## src/rtl/pwr_mode_pkg.sv

```systemverilog
package pwr_mode_pkg;

  typedef enum logic [1:0] {
    PS_RUN    = 2'd0,
    PS_IDLE   = 2'd1,
    PS_SLEEP  = 2'd2,
    PS_SETTLE = 2'd3
  } pwr_state_e;

  localparam logic MODE_SLEEP = 1'b0;
  localparam logic MODE_IDLE  = 1'b1;

  // True when the count about to be left is the final settling cycle.
  function automatic logic settle_last(input int unsigned count, input int unsigned target);
    return (count + 1) >= target;
  endfunction

  // Next value of a sticky flag: a set beats a same-cycle clear.
  function automatic logic sticky_next(input logic cur, input logic set, input logic clr);
    return set | (cur & ~clr);
  endfunction

endpackage

```

## src/rtl/pwr_settle_timer.sv

```systemverilog
module pwr_settle_timer
  import pwr_mode_pkg::*;
#(
  parameter int unsigned SETTLE_CYC = 8,
  localparam int unsigned CNT_W = $clog2(SETTLE_CYC + 1)
) (
  input  logic clk,
  input  logic rst_n,
  input  logic clear,
  input  logic run,
  output logic done
);

  logic [CNT_W-1:0] count_q;

  assign done = run & settle_last(32'(count_q), SETTLE_CYC);

  always_ff @(posedge clk or negedge rst_n) begin
    if (!rst_n) begin
      count_q <= '0;
    end else if (clear || done) begin
      count_q <= '0;
    end else if (run) begin
      count_q <= count_q + 1'b1;
    end
  end

  AST_CNT_BOUND: assert property (@(posedge clk) disable iff (!rst_n)
    32'(count_q) < SETTLE_CYC) else $error("settle count out of range");

endmodule

```

## src/rtl/pwr_seq_fsm.sv

```systemverilog
module pwr_seq_fsm
  import pwr_mode_pkg::*;
(
  input  logic       clk,
  input  logic       rst_n,
  input  logic       save_req,
  input  logic       save_mode,
  input  logic       irq_pend,
  input  logic       wdt_timeout,
  input  logic       wdt_en,
  input  logic       settle_done,
  output pwr_state_e state,
  output logic       enter_sleep,
  output logic       enter_idle,
  output logic       wake_sleep,
  output logic       wdt_clr
);

  pwr_state_e state_q, state_d;
  logic       wake_evt;
  logic       cmd_ok;
  logic       wdt_clr_q;

  assign wake_evt    = irq_pend | wdt_timeout;
  assign cmd_ok      = (state_q == PS_RUN) & save_req & ~irq_pend;
  assign enter_sleep = cmd_ok & (save_mode == MODE_SLEEP);
  assign enter_idle  = cmd_ok & (save_mode == MODE_IDLE);
  assign wake_sleep  = (state_q == PS_SLEEP) & wake_evt;

  always_comb begin
    state_d = state_q;
    unique case (state_q)
      PS_RUN: begin
        if (enter_sleep)     state_d = PS_SLEEP;
        else if (enter_idle) state_d = PS_IDLE;
      end
      PS_IDLE:   if (wake_evt)    state_d = PS_RUN;
      PS_SLEEP:  if (wake_evt)    state_d = PS_SETTLE;
      PS_SETTLE: if (settle_done) state_d = PS_RUN;
      default:                    state_d = PS_RUN;
    endcase
  end

  always_ff @(posedge clk or negedge rst_n) begin
    if (!rst_n) begin
      state_q   <= PS_RUN;
      wdt_clr_q <= 1'b0;
    end else begin
      state_q   <= state_d;
      wdt_clr_q <= enter_sleep & wdt_en;
    end
  end

  assign state   = state_q;
  assign wdt_clr = wdt_clr_q;

  AST_WAKE_FROM_SLEEP: assert property (@(posedge clk) disable iff (!rst_n)
    wake_sleep |=> state_q == PS_SETTLE) else $error("sleep wake lost");
  AST_WAKE_FROM_IDLE: assert property (@(posedge clk) disable iff (!rst_n)
    (state_q == PS_IDLE && wake_evt) |=> state_q == PS_RUN) else $error("idle wake lost");
  AST_WDT_CLR_ORIGIN: assert property (@(posedge clk) disable iff (!rst_n)
    wdt_clr |-> (state_q == PS_SLEEP && $past(state_q) == PS_RUN && $past(wdt_en))) else $error("stray wdt clear");
  AST_PENDING_NO_ENTRY: assert property (@(posedge clk) disable iff (!rst_n)
    (state_q == PS_RUN && save_req && irq_pend) |=> state_q == PS_RUN) else $error("entered with irq pending");

endmodule

```

## src/rtl/pwr_clk_select.sv

```systemverilog
module pwr_clk_select #(
  parameter int unsigned SRC_W = 3,
  parameter logic [SRC_W-1:0] SRC_DEFAULT = SRC_W'(1)
) (
  input  logic             clk,
  input  logic             rst_n,
  input  logic             in_run,
  input  logic             osc_req,
  input  logic [SRC_W-1:0] osc_sel,
  input  logic             cfg_lock,
  input  logic             enter_sleep,
  input  logic             restore,
  output logic [SRC_W-1:0] clk_src
);

  logic [SRC_W-1:0] src_q;
  logic [SRC_W-1:0] saved_q;
  logic             accept;

  assign accept = in_run & osc_req & ~cfg_lock;

  always_ff @(posedge clk or negedge rst_n) begin
    if (!rst_n) begin
      src_q   <= SRC_DEFAULT;
      saved_q <= SRC_DEFAULT;
    end else begin
      if (enter_sleep) saved_q <= src_q;
      if (restore)     src_q   <= saved_q;
      else if (accept) src_q   <= osc_sel;
    end
  end

  assign clk_src = src_q;

  AST_LOCK_HOLDS_SRC: assert property (@(posedge clk) disable iff (!rst_n)
    (cfg_lock && !restore) |=> $stable(clk_src)) else $error("locked source changed");
  AST_NO_CHANGE_OUTSIDE_RUN: assert property (@(posedge clk) disable iff (!rst_n)
    (!in_run && !restore) |=> $stable(clk_src)) else $error("source changed outside run");

endmodule

```

## src/rtl/pwr_status_flags.sv

```systemverilog
module pwr_status_flags
  import pwr_mode_pkg::*;
(
  input  logic clk,
  input  logic rst_n,
  input  logic set_sleep,
  input  logic set_idle,
  input  logic clr,
  output logic slept,
  output logic idled
);

  logic slept_q, idled_q;

  always_ff @(posedge clk or negedge rst_n) begin
    if (!rst_n) begin
      slept_q <= 1'b0;
      idled_q <= 1'b0;
    end else begin
      slept_q <= sticky_next(slept_q, set_sleep, clr);
      idled_q <= sticky_next(idled_q, set_idle, clr);
    end
  end

  assign slept = slept_q;
  assign idled = idled_q;

  AST_SLEPT_RISE: assert property (@(posedge clk) disable iff (!rst_n)
    $rose(slept_q) |-> $past(set_sleep)) else $error("slept flag set spuriously");
  AST_SLEPT_HOLD: assert property (@(posedge clk) disable iff (!rst_n)
    (slept_q && !clr) |=> slept_q) else $error("slept flag lost");

endmodule

```

## src/rtl/pwr_mode_ctrl.sv

```systemverilog
module pwr_mode_ctrl
  import pwr_mode_pkg::*;
#(
  parameter int unsigned SRC_W = 3,
  parameter logic [SRC_W-1:0] SRC_DEFAULT = SRC_W'(1),
  parameter int unsigned SETTLE_CYC = 8
) (
  input  logic             clk,
  input  logic             rst_n,
  input  logic             save_req,
  input  logic             save_mode,
  input  logic             irq_pend,
  input  logic             wdt_timeout,
  input  logic             wdt_en,
  input  logic             cfg_lock,
  input  logic             osc_req,
  input  logic [SRC_W-1:0] osc_sel,
  input  logic             flag_clr,
  output logic             cpu_clk_en,
  output logic             per_clk_en,
  output logic             posc_en,
  output logic             lprc_en,
  output logic             wdt_clr,
  output logic             fscm_dis,
  output logic [SRC_W-1:0] clk_src,
  output logic             slept_flag,
  output logic             idled_flag
);

  pwr_state_e state;
  logic       enter_sleep;
  logic       enter_idle;
  logic       wake_sleep;
  logic       settle_done;
  logic       in_sleep;
  logic       in_settle;

  pwr_seq_fsm u_fsm (
    .clk         (clk),
    .rst_n       (rst_n),
    .save_req    (save_req),
    .save_mode   (save_mode),
    .irq_pend    (irq_pend),
    .wdt_timeout (wdt_timeout),
    .wdt_en      (wdt_en),
    .settle_done (settle_done),
    .state       (state),
    .enter_sleep (enter_sleep),
    .enter_idle  (enter_idle),
    .wake_sleep  (wake_sleep),
    .wdt_clr     (wdt_clr)
  );

  assign in_sleep  = (state == PS_SLEEP);
  assign in_settle = (state == PS_SETTLE);

  pwr_settle_timer #(.SETTLE_CYC(SETTLE_CYC)) u_timer (
    .clk   (clk),
    .rst_n (rst_n),
    .clear (wake_sleep),
    .run   (in_settle),
    .done  (settle_done)
  );

  pwr_clk_select #(.SRC_W(SRC_W), .SRC_DEFAULT(SRC_DEFAULT)) u_clk_sel (
    .clk         (clk),
    .rst_n       (rst_n),
    .in_run      (state == PS_RUN),
    .osc_req     (osc_req),
    .osc_sel     (osc_sel),
    .cfg_lock    (cfg_lock),
    .enter_sleep (enter_sleep),
    .restore     (settle_done),
    .clk_src     (clk_src)
  );

  pwr_status_flags u_flags (
    .clk       (clk),
    .rst_n     (rst_n),
    .set_sleep (enter_sleep),
    .set_idle  (enter_idle),
    .clr       (flag_clr),
    .slept     (slept_flag),
    .idled     (idled_flag)
  );

  assign cpu_clk_en = (state == PS_RUN);
  assign per_clk_en = (state == PS_RUN) | (state == PS_IDLE);
  assign posc_en    = ~in_sleep;
  assign lprc_en    = ~in_sleep | wdt_en;
  assign fscm_dis   = in_sleep | in_settle;

  AST_SLEEP_ALL_OFF: assert property (@(posedge clk) disable iff (!rst_n)
    !posc_en |-> (!cpu_clk_en && !per_clk_en)) else $error("clock on in sleep");
  AST_IDLE_PER_ON: assert property (@(posedge clk) disable iff (!rst_n)
    (!cpu_clk_en && !fscm_dis) |-> (per_clk_en && posc_en)) else $error("idle gating");
  AST_LPRC_IN_SLEEP: assert property (@(posedge clk) disable iff (!rst_n)
    !posc_en |-> (lprc_en == wdt_en)) else $error("lprc enable in sleep");
  AST_MONITOR_OFF: assert property (@(posedge clk) disable iff (!rst_n)
    fscm_dis |-> !cpu_clk_en) else $error("monitor off while running");
  AST_SRC_FROZEN: assert property (@(posedge clk) disable iff (!rst_n)
    (fscm_dis && $past(fscm_dis)) |-> $stable(clk_src)) else $error("source moved in sleep");
  AST_SETTLE_BEFORE_CPU: assert property (@(posedge clk) disable iff (!rst_n)
    ($rose(cpu_clk_en) && $past(fscm_dis)) |-> $past(settle_done)) else $error("cpu clock before settle");

endmodule

```

## config.mk

```make
export PLATFORM = sky130hd
export DESIGN_NAME = pwr_mode_ctrl
export DESIGN_NICKNAME = d
export VERILOG_FILES = /design/src/rtl/pwr_mode_pkg.sv /design/src/rtl/pwr_settle_timer.sv /design/src/rtl/pwr_seq_fsm.sv /design/src/rtl/pwr_clk_select.sv /design/src/rtl/pwr_status_flags.sv /design/src/rtl/pwr_mode_ctrl.sv
export SDC_FILE = /design/constraint.sdc
export NUM_CORES = 1
export LEC_CHECK = 0
export CORE_ASPECT_RATIO = 0.75
export CORE_MARGIN = 2
export CORE_UTILIZATION = 40
export CTS_BUF_LIST = sky130_fd_sc_hd__clkbuf_4
export CTS_CLUSTER_SIZE = 30
export DETAILED_ROUTE_END_ITERATION = 10
export DONT_BUFFER_PORTS = 1
export PLACE_DENSITY_LB_ADDON = 0.12
export SYNTH_ARGS = -nofsm -noshare
export SYNTH_HDL_FRONTEND = slang
export SYNTH_SLANG_ARGS = --single-unit
```

## constraint.sdc

```tcl
create_clock -name clk -period 1.72 [get_ports clk]
set_input_delay 0.516 -clock clk [delete_from_list [all_inputs] [get_ports clk]]
set_output_delay 0.516 -clock clk [all_outputs]
set_load 0.01 [all_outputs]
```

# --- After elaboration in Yosys (flattened, before gate mapping) ---
# Cells that the tools add are included.
classes:
  reduce_logical: 5
  order_cmp: 1
  bitwise: 22
  n_eq_ne: 7
  div_mod_pow: 0
  shifts: 0
  n_addsub: 2
  muxes: 10
  mul: 0
ops:
  columns: ["op", "count"]
  rows:
  - ["greater-or-equal comparator 32 x 4 -> 1 bit (second input constant)", 1]
  - ["AND 1 bit", 11]
  - ["2-to-1 mux 2 bit", 5]
  - ["2-to-1 mux 4 bit", 2]
  - ["case mux 2 bit (4 select lines)", 1]
  - ["2-to-1 mux 3 bit", 2]
  - ["!= test 2 x 1 -> 1 bit (second input constant)", 3]
  - ["OR 1 bit", 6]
  - ["adder 4 x 1 -> 5 bit (second input constant)", 1]
  - ["NOT 1 bit", 5]
  - ["adder 4 x 1 -> 4 bit (second input constant)", 1]
  - ["== test 2 bit (second input constant)", 2]
  - ["AND reduction 4 bit", 1]
  - ["nonzero test 2 bit", 2]
  - ["!= test 3 x 1 -> 1 bit (second input constant)", 1]
  - ["== test 2 x 1 -> 1 bit (second input constant)", 1]
  - ["zero test 2 bit", 1]
  - ["logical OR 1 bit", 1]
word_totals:
  mem_count: 0
  ram_bits: 0
  word_cells: 54
  romBits: 0
  latchBits: 0
  register_bits: 15

# --- Logic depth before layout (Yosys ltp) ---
logic_depth:
  word_depth: 7
  depth_mapped: 5
  depth_no_buf: 5

# --- Cells and area by module ---
# A second synthesis with hierarchy kept.
hier_totals:
  hier_cells: 70
  area_unflattened_um2: 804.5
modules_own_cells:
  columns: ["module", "n_inst", "cells_per_inst", "area_each_um2"]
  rows:
  - ["pwr_clk_select", 1, 16, 277.8]
  - ["pwr_settle_timer", 1, 26, 250.2]
  - ["pwr_seq_fsm", 1, 17, 172.7]
  - ["pwr_status_flags", 1, 5, 68.8]
  - ["pwr_mode_ctrl", 1, 6, 35.0]

# --- Least setup slack after synthesis ---
# Ideal clock, no wire load.
synth_timing:
  path_kind: "reg-to-output"
  from: "register u_fsm.state_q[1] (netlist: u_fsm.state[1])"
  to: "output lprc_en"
  required_ps: 1204
  stages_incl_launch_ff: 4
  arrival_time_ps: 1128
  setup_slack_ps: 76
  path_buffers: 1
  path_cell_list: "dfrtp_1 -> buf_2 -> nand2b_1 -> or2_2"
synth_via:
  elab_chain_cells: 3
synth_lines:
  columns: ["element", "line", "rtl"]
  rows:
  - ["from (decl)", "pwr_seq_fsm.sv:19", "pwr_state_e state_q, state_d;"]
  - ["from (signal assigned)", "pwr_seq_fsm.sv:49", "state_q <= state_d;"]
  - ["== test 2 bit", "pwr_mode_ctrl.sv:54", "assign in_sleep = (state == PS_SLEEP);"]
  - ["NOT 1 bit", null, null]
  - ["named net posc_en", "pwr_mode_ctrl.sv:21", "output logic posc_en,"]
  - ["OR 1 bit", "pwr_mode_ctrl.sv:90", "assign lprc_en = ~in_sleep | wdt_en;"]
  - ["to (decl)", "pwr_mode_ctrl.sv:22", "output logic lprc_en,"]
# The timed path passes the listed nets, and every way through them passes these cells.

# --- Worst setup path after layout ---
layout_timing:
  from: "register u_fsm.state_q[0] (netlist: u_fsm.state[0])"
  to: "output lprc_en"
layout_via:
  elab_chain_cells: 3
layout_lines:
  columns: ["element", "line"]
  rows:
  - ["== test 2 bit", "pwr_mode_ctrl.sv:54"]
  - ["NOT 1 bit", "pwr_mode_ctrl.sv:90"]
  - ["OR 1 bit", "pwr_mode_ctrl.sv:90"]
# No other way between the ends.

==> metrics.csv <==
stage;metric;value;unit
outcome;status;finished clean;
detailed_routing;Post-Route WL;1594;um
critical_path;critical path cell sequence;nand2b_1 -> or2_4;
critical_path;Critical path buffers and inverters;0;
synthesis;number of synthesized register bits;15;
sta;Slew HR;58.78;%
critical_path;CP endpoint kind;primary output;
final_layout;ant diodes;0;
sta;max-slew violation count;0;
power_and_ir_drop;Comb pwr share;44.6;%
final_layout;most common cell after layout, fill and taps aside;dfrtp_1;
synthesis;largest cells by area after synthesis;dfrtp_1, mux2_2, dfstp_2;
critical_path;Worst setup SP type;flop;
synthesis;syn_nets;85;
critical_path;Crit Path Category;flop to primary output;
critical_path;Worst EP required;1.20;ns
final_layout;Final nets;98;
synthesis;post-synth cell types;31;
critical_path;crit-path leading delay family;flip-flops;
synthesis;Syn. warnings;0;
power_and_ir_drop;Pint;0.9025;mW
detailed_routing;via count;561;
cts;CTS sink count;15;
floorplan;Ports;24;
sta;fmax;604.2;MHz
critical_path;RR Endpoint;u_clk_sel.clk_src[2];
detailed_routing;Via density;5.394;
detailed_routing;mean routed wirelength per cell;15.33;um
sta;final hold violation count;0;
floorplan;total core area;1805;sq um
synthesis;Mapped Cells;70;
final_layout;Final Cell Area;952.2;sq um
detailed_routing;drt first pass iters;4;
sta;skew final;0.006208;ns
placement;DP Worst Slack;0.1116;ns
global_routing;initial antenna violation count;0;
hold_path;Hold Path Class;input pin to async pin;
cts;Num CTS Buffers;3;
global_routing;overall global routing resource usage;15.22;%
final_layout;most frequent cells in the layout;dfrtp_1, buf_4, mux2_2;
sta;Worst Tran Pin Value;0.6163;ns
cts;clock tree root driver cell;clkbuf_4;
cts;CTS tree;done;
global_routing;Overflow after GRT;0;
sta;Final setup violation count;0;
sta;fin crit share;96.22;%
floorplan;die height;42.75;um
cts;worst-skew pair later-pin latency;0.29;ns
floorplan;Initial Util;44.35;%
critical_path;Worst R2R Path Depth;4;
global_routing;pin count of the biggest net entering global routing;14;
sta;fin crit period;1.655;ns
floorplan;Die W;55.67;um
sta;unrepaired setup endpoints after global routing;true;
critical_path;Worst path max stage delay;0.43;ns
critical_path;CP Launch Point;u_fsm.state[0];
critical_path;slowest cell on the critical path;dfrtp_2;
detailed_routing;DRC marker count from the first detailed-route iteration;5;
critical_path;CP arrival;1.14;ns
power_and_ir_drop;Max VDD drop;0.0008040;V
synthesis;area of the mapped netlist;800.8;sq um
synthesis;post-synthesis sequential area ratio;47.19;%
flow_run;max cap viols;0;
placement;hpwl dp;1147;um
placement;placed instance count;95;
synthesis;Synth area leader;dfrtp_1;
power_and_ir_drop;P per Cell Area;1512;nW/um^2
detailed_routing;# DRC;0;
placement;DP Area;857.1;sq um
power_and_ir_drop;sequential power share;40.4;%
power_and_ir_drop;Net Sw Power;0.5368;mW
cts;Clk pin slew, worst setup/hold paths;0.10;ns
critical_path;crit path max fanout;4;
critical_path;worst r2r src;u_fsm.state[1];
detailed_routing;ANT nets after route;0;
synthesis;Syn Area/Cell;11.44;sq um
power_and_ir_drop;Sw Share;37.30;%
final_layout;Layout Cells excl Fill;104;
cts;clock buffer depth;2;
final_layout;Area growth syn-to-layout;18.91;%
floorplan;row cnt;13;
power_and_ir_drop;clock share of power;15.0;%
synthesis;Synth top area share;40.63;%
floorplan;Die Area;2380;sq um
critical_path;flop-to-flop setup slack;0.07;ns
global_routing;first-pass GRT wire length;2718;um
global_routing;number of global-route vias before repair;561;
placement;# port buffers;0;
power_and_ir_drop;Static Leak;0.4408;nW
placement;Placer Congestion;0.7394;
cts;Max H-tree Level;1;
final_layout;share of cells above drive strength 1;37.80;%
sta;Final WS setup;0.06503;ns
## sequential cells by signal (all words and copies together), names as in the netlist
name               flops
u_timer.count_q        4
u_clk_sel.clk_src      3
u_clk_sel.saved_q      3
u_fsm.state            2
u_flags.idled          1
u_flags.slept          1
u_fsm.wdt_clr          1
## what timing repair did
action                                 4_1_cts  5_1_grt
gates resized for setup                      4        2
pin swaps                                    0        1
buffers inserted                             4        0
setup endpoints to repair                    2        3
hold buffers                                 1        0
endpoints found under the hold margin       13        0
## cell type report
| type | instances | area, sq um |
|---|---|---|
| fill | 163 | 853.3 |
| inverter | 2 | 7.507 |
| tap | 22 | 27.53 |
| timing repair buffer | 11 | 101.3 |
| clock buffer | 3 | 22.52 |
| sequential | 15 | 381.6 |
| multi-input combinational | 50 | 404.1 |
| clock inverter | 1 | 7.507 |
## layer usage
metal	vias to the layer above	part of all wire (%)	wire, um	track usage, %
met3	3	11	174	9.756
met5	-	0	0	0
li1	272	-	-	-
met4	0	0.50	8	4.390
met1	264	50	791	18.53
met2	22	39	619	22.14
## how the worst max path moves through the flow
stage / to / slack [ns] / cells after the start
final: lprc_en / 0.07 / 2
after global routing: u_clk_sel.clk_src[2] / -0.004 / 4
after CTS: cpu_clk_en / 0.04 / 3
after detailed placement: u_clk_sel.clk_src[1] / 0.11 / 5
after global placement: u_clk_sel.clk_src[1] / 0.13 / 5
after floorplan: lprc_en / 0.08 / 3
## per-stage QoR
stage	TNS [ns]	utilization (%)	power (mW)	hold slack, ns
detailed placement	0	47.47	1.106	0.2207
finish	0	52.74	1.439	0.04782
CTS	0	52.53	1.440	0.03874
floorplan	0	-	0.9635	0.2204
global placement	0	47.47	1.092	0.2207
global route	-0.004475	52.74	1.554	0.01947
## logic make-up (layout without fill, tap and decap cells)
group / count (synthesis) / count (layout) / share of synthesized area, %
and+or+nand+nor: 22 / 22 / 19.22
AOI/OAI and AO/OA: 16 / 16 / 13.13
DFF: 15 / 15 / 47.19
muxes: 10 / 10 / 14.37
buffers and inverters: 5 / 17 / 2.968
adders and majority gates: 2 / 2 / 3.125
## synth_stat cells (all sizes together)
library cell  instances
dfrtp                13
o31ai                 1
a22oi                 1
nor2b                 1
a22o                  1
a21oi                 4
mux2i                 1
o21a                  2
nand2                 3
clkbuf                1
dfstp                 2
o2bb2ai               1
o21ai                 4
nor2                  5
nor4                  1
mux2                  9
and4b                 1
a21o                  1
nand3                 1
a32o                  1
nor3                  1
ha                    2
nor4b                 1
or2                   1
buf                   2
inv                   2
nand2b                4
and2                  3
## power by group through the flow
stage          sequential (mW)  clock, mW  combinational (mW)
2_1_floorplan            0.577          0               0.386
3_3_place_gp             0.596          0               0.496
3_5_place_dp             0.604          0               0.502
4_1_cts                  0.579      0.221               0.639
5_1_grt                  0.599      0.238               0.717
6_report                 0.582      0.215               0.642
No activity file was read; power rests on OpenSTA's default activity.
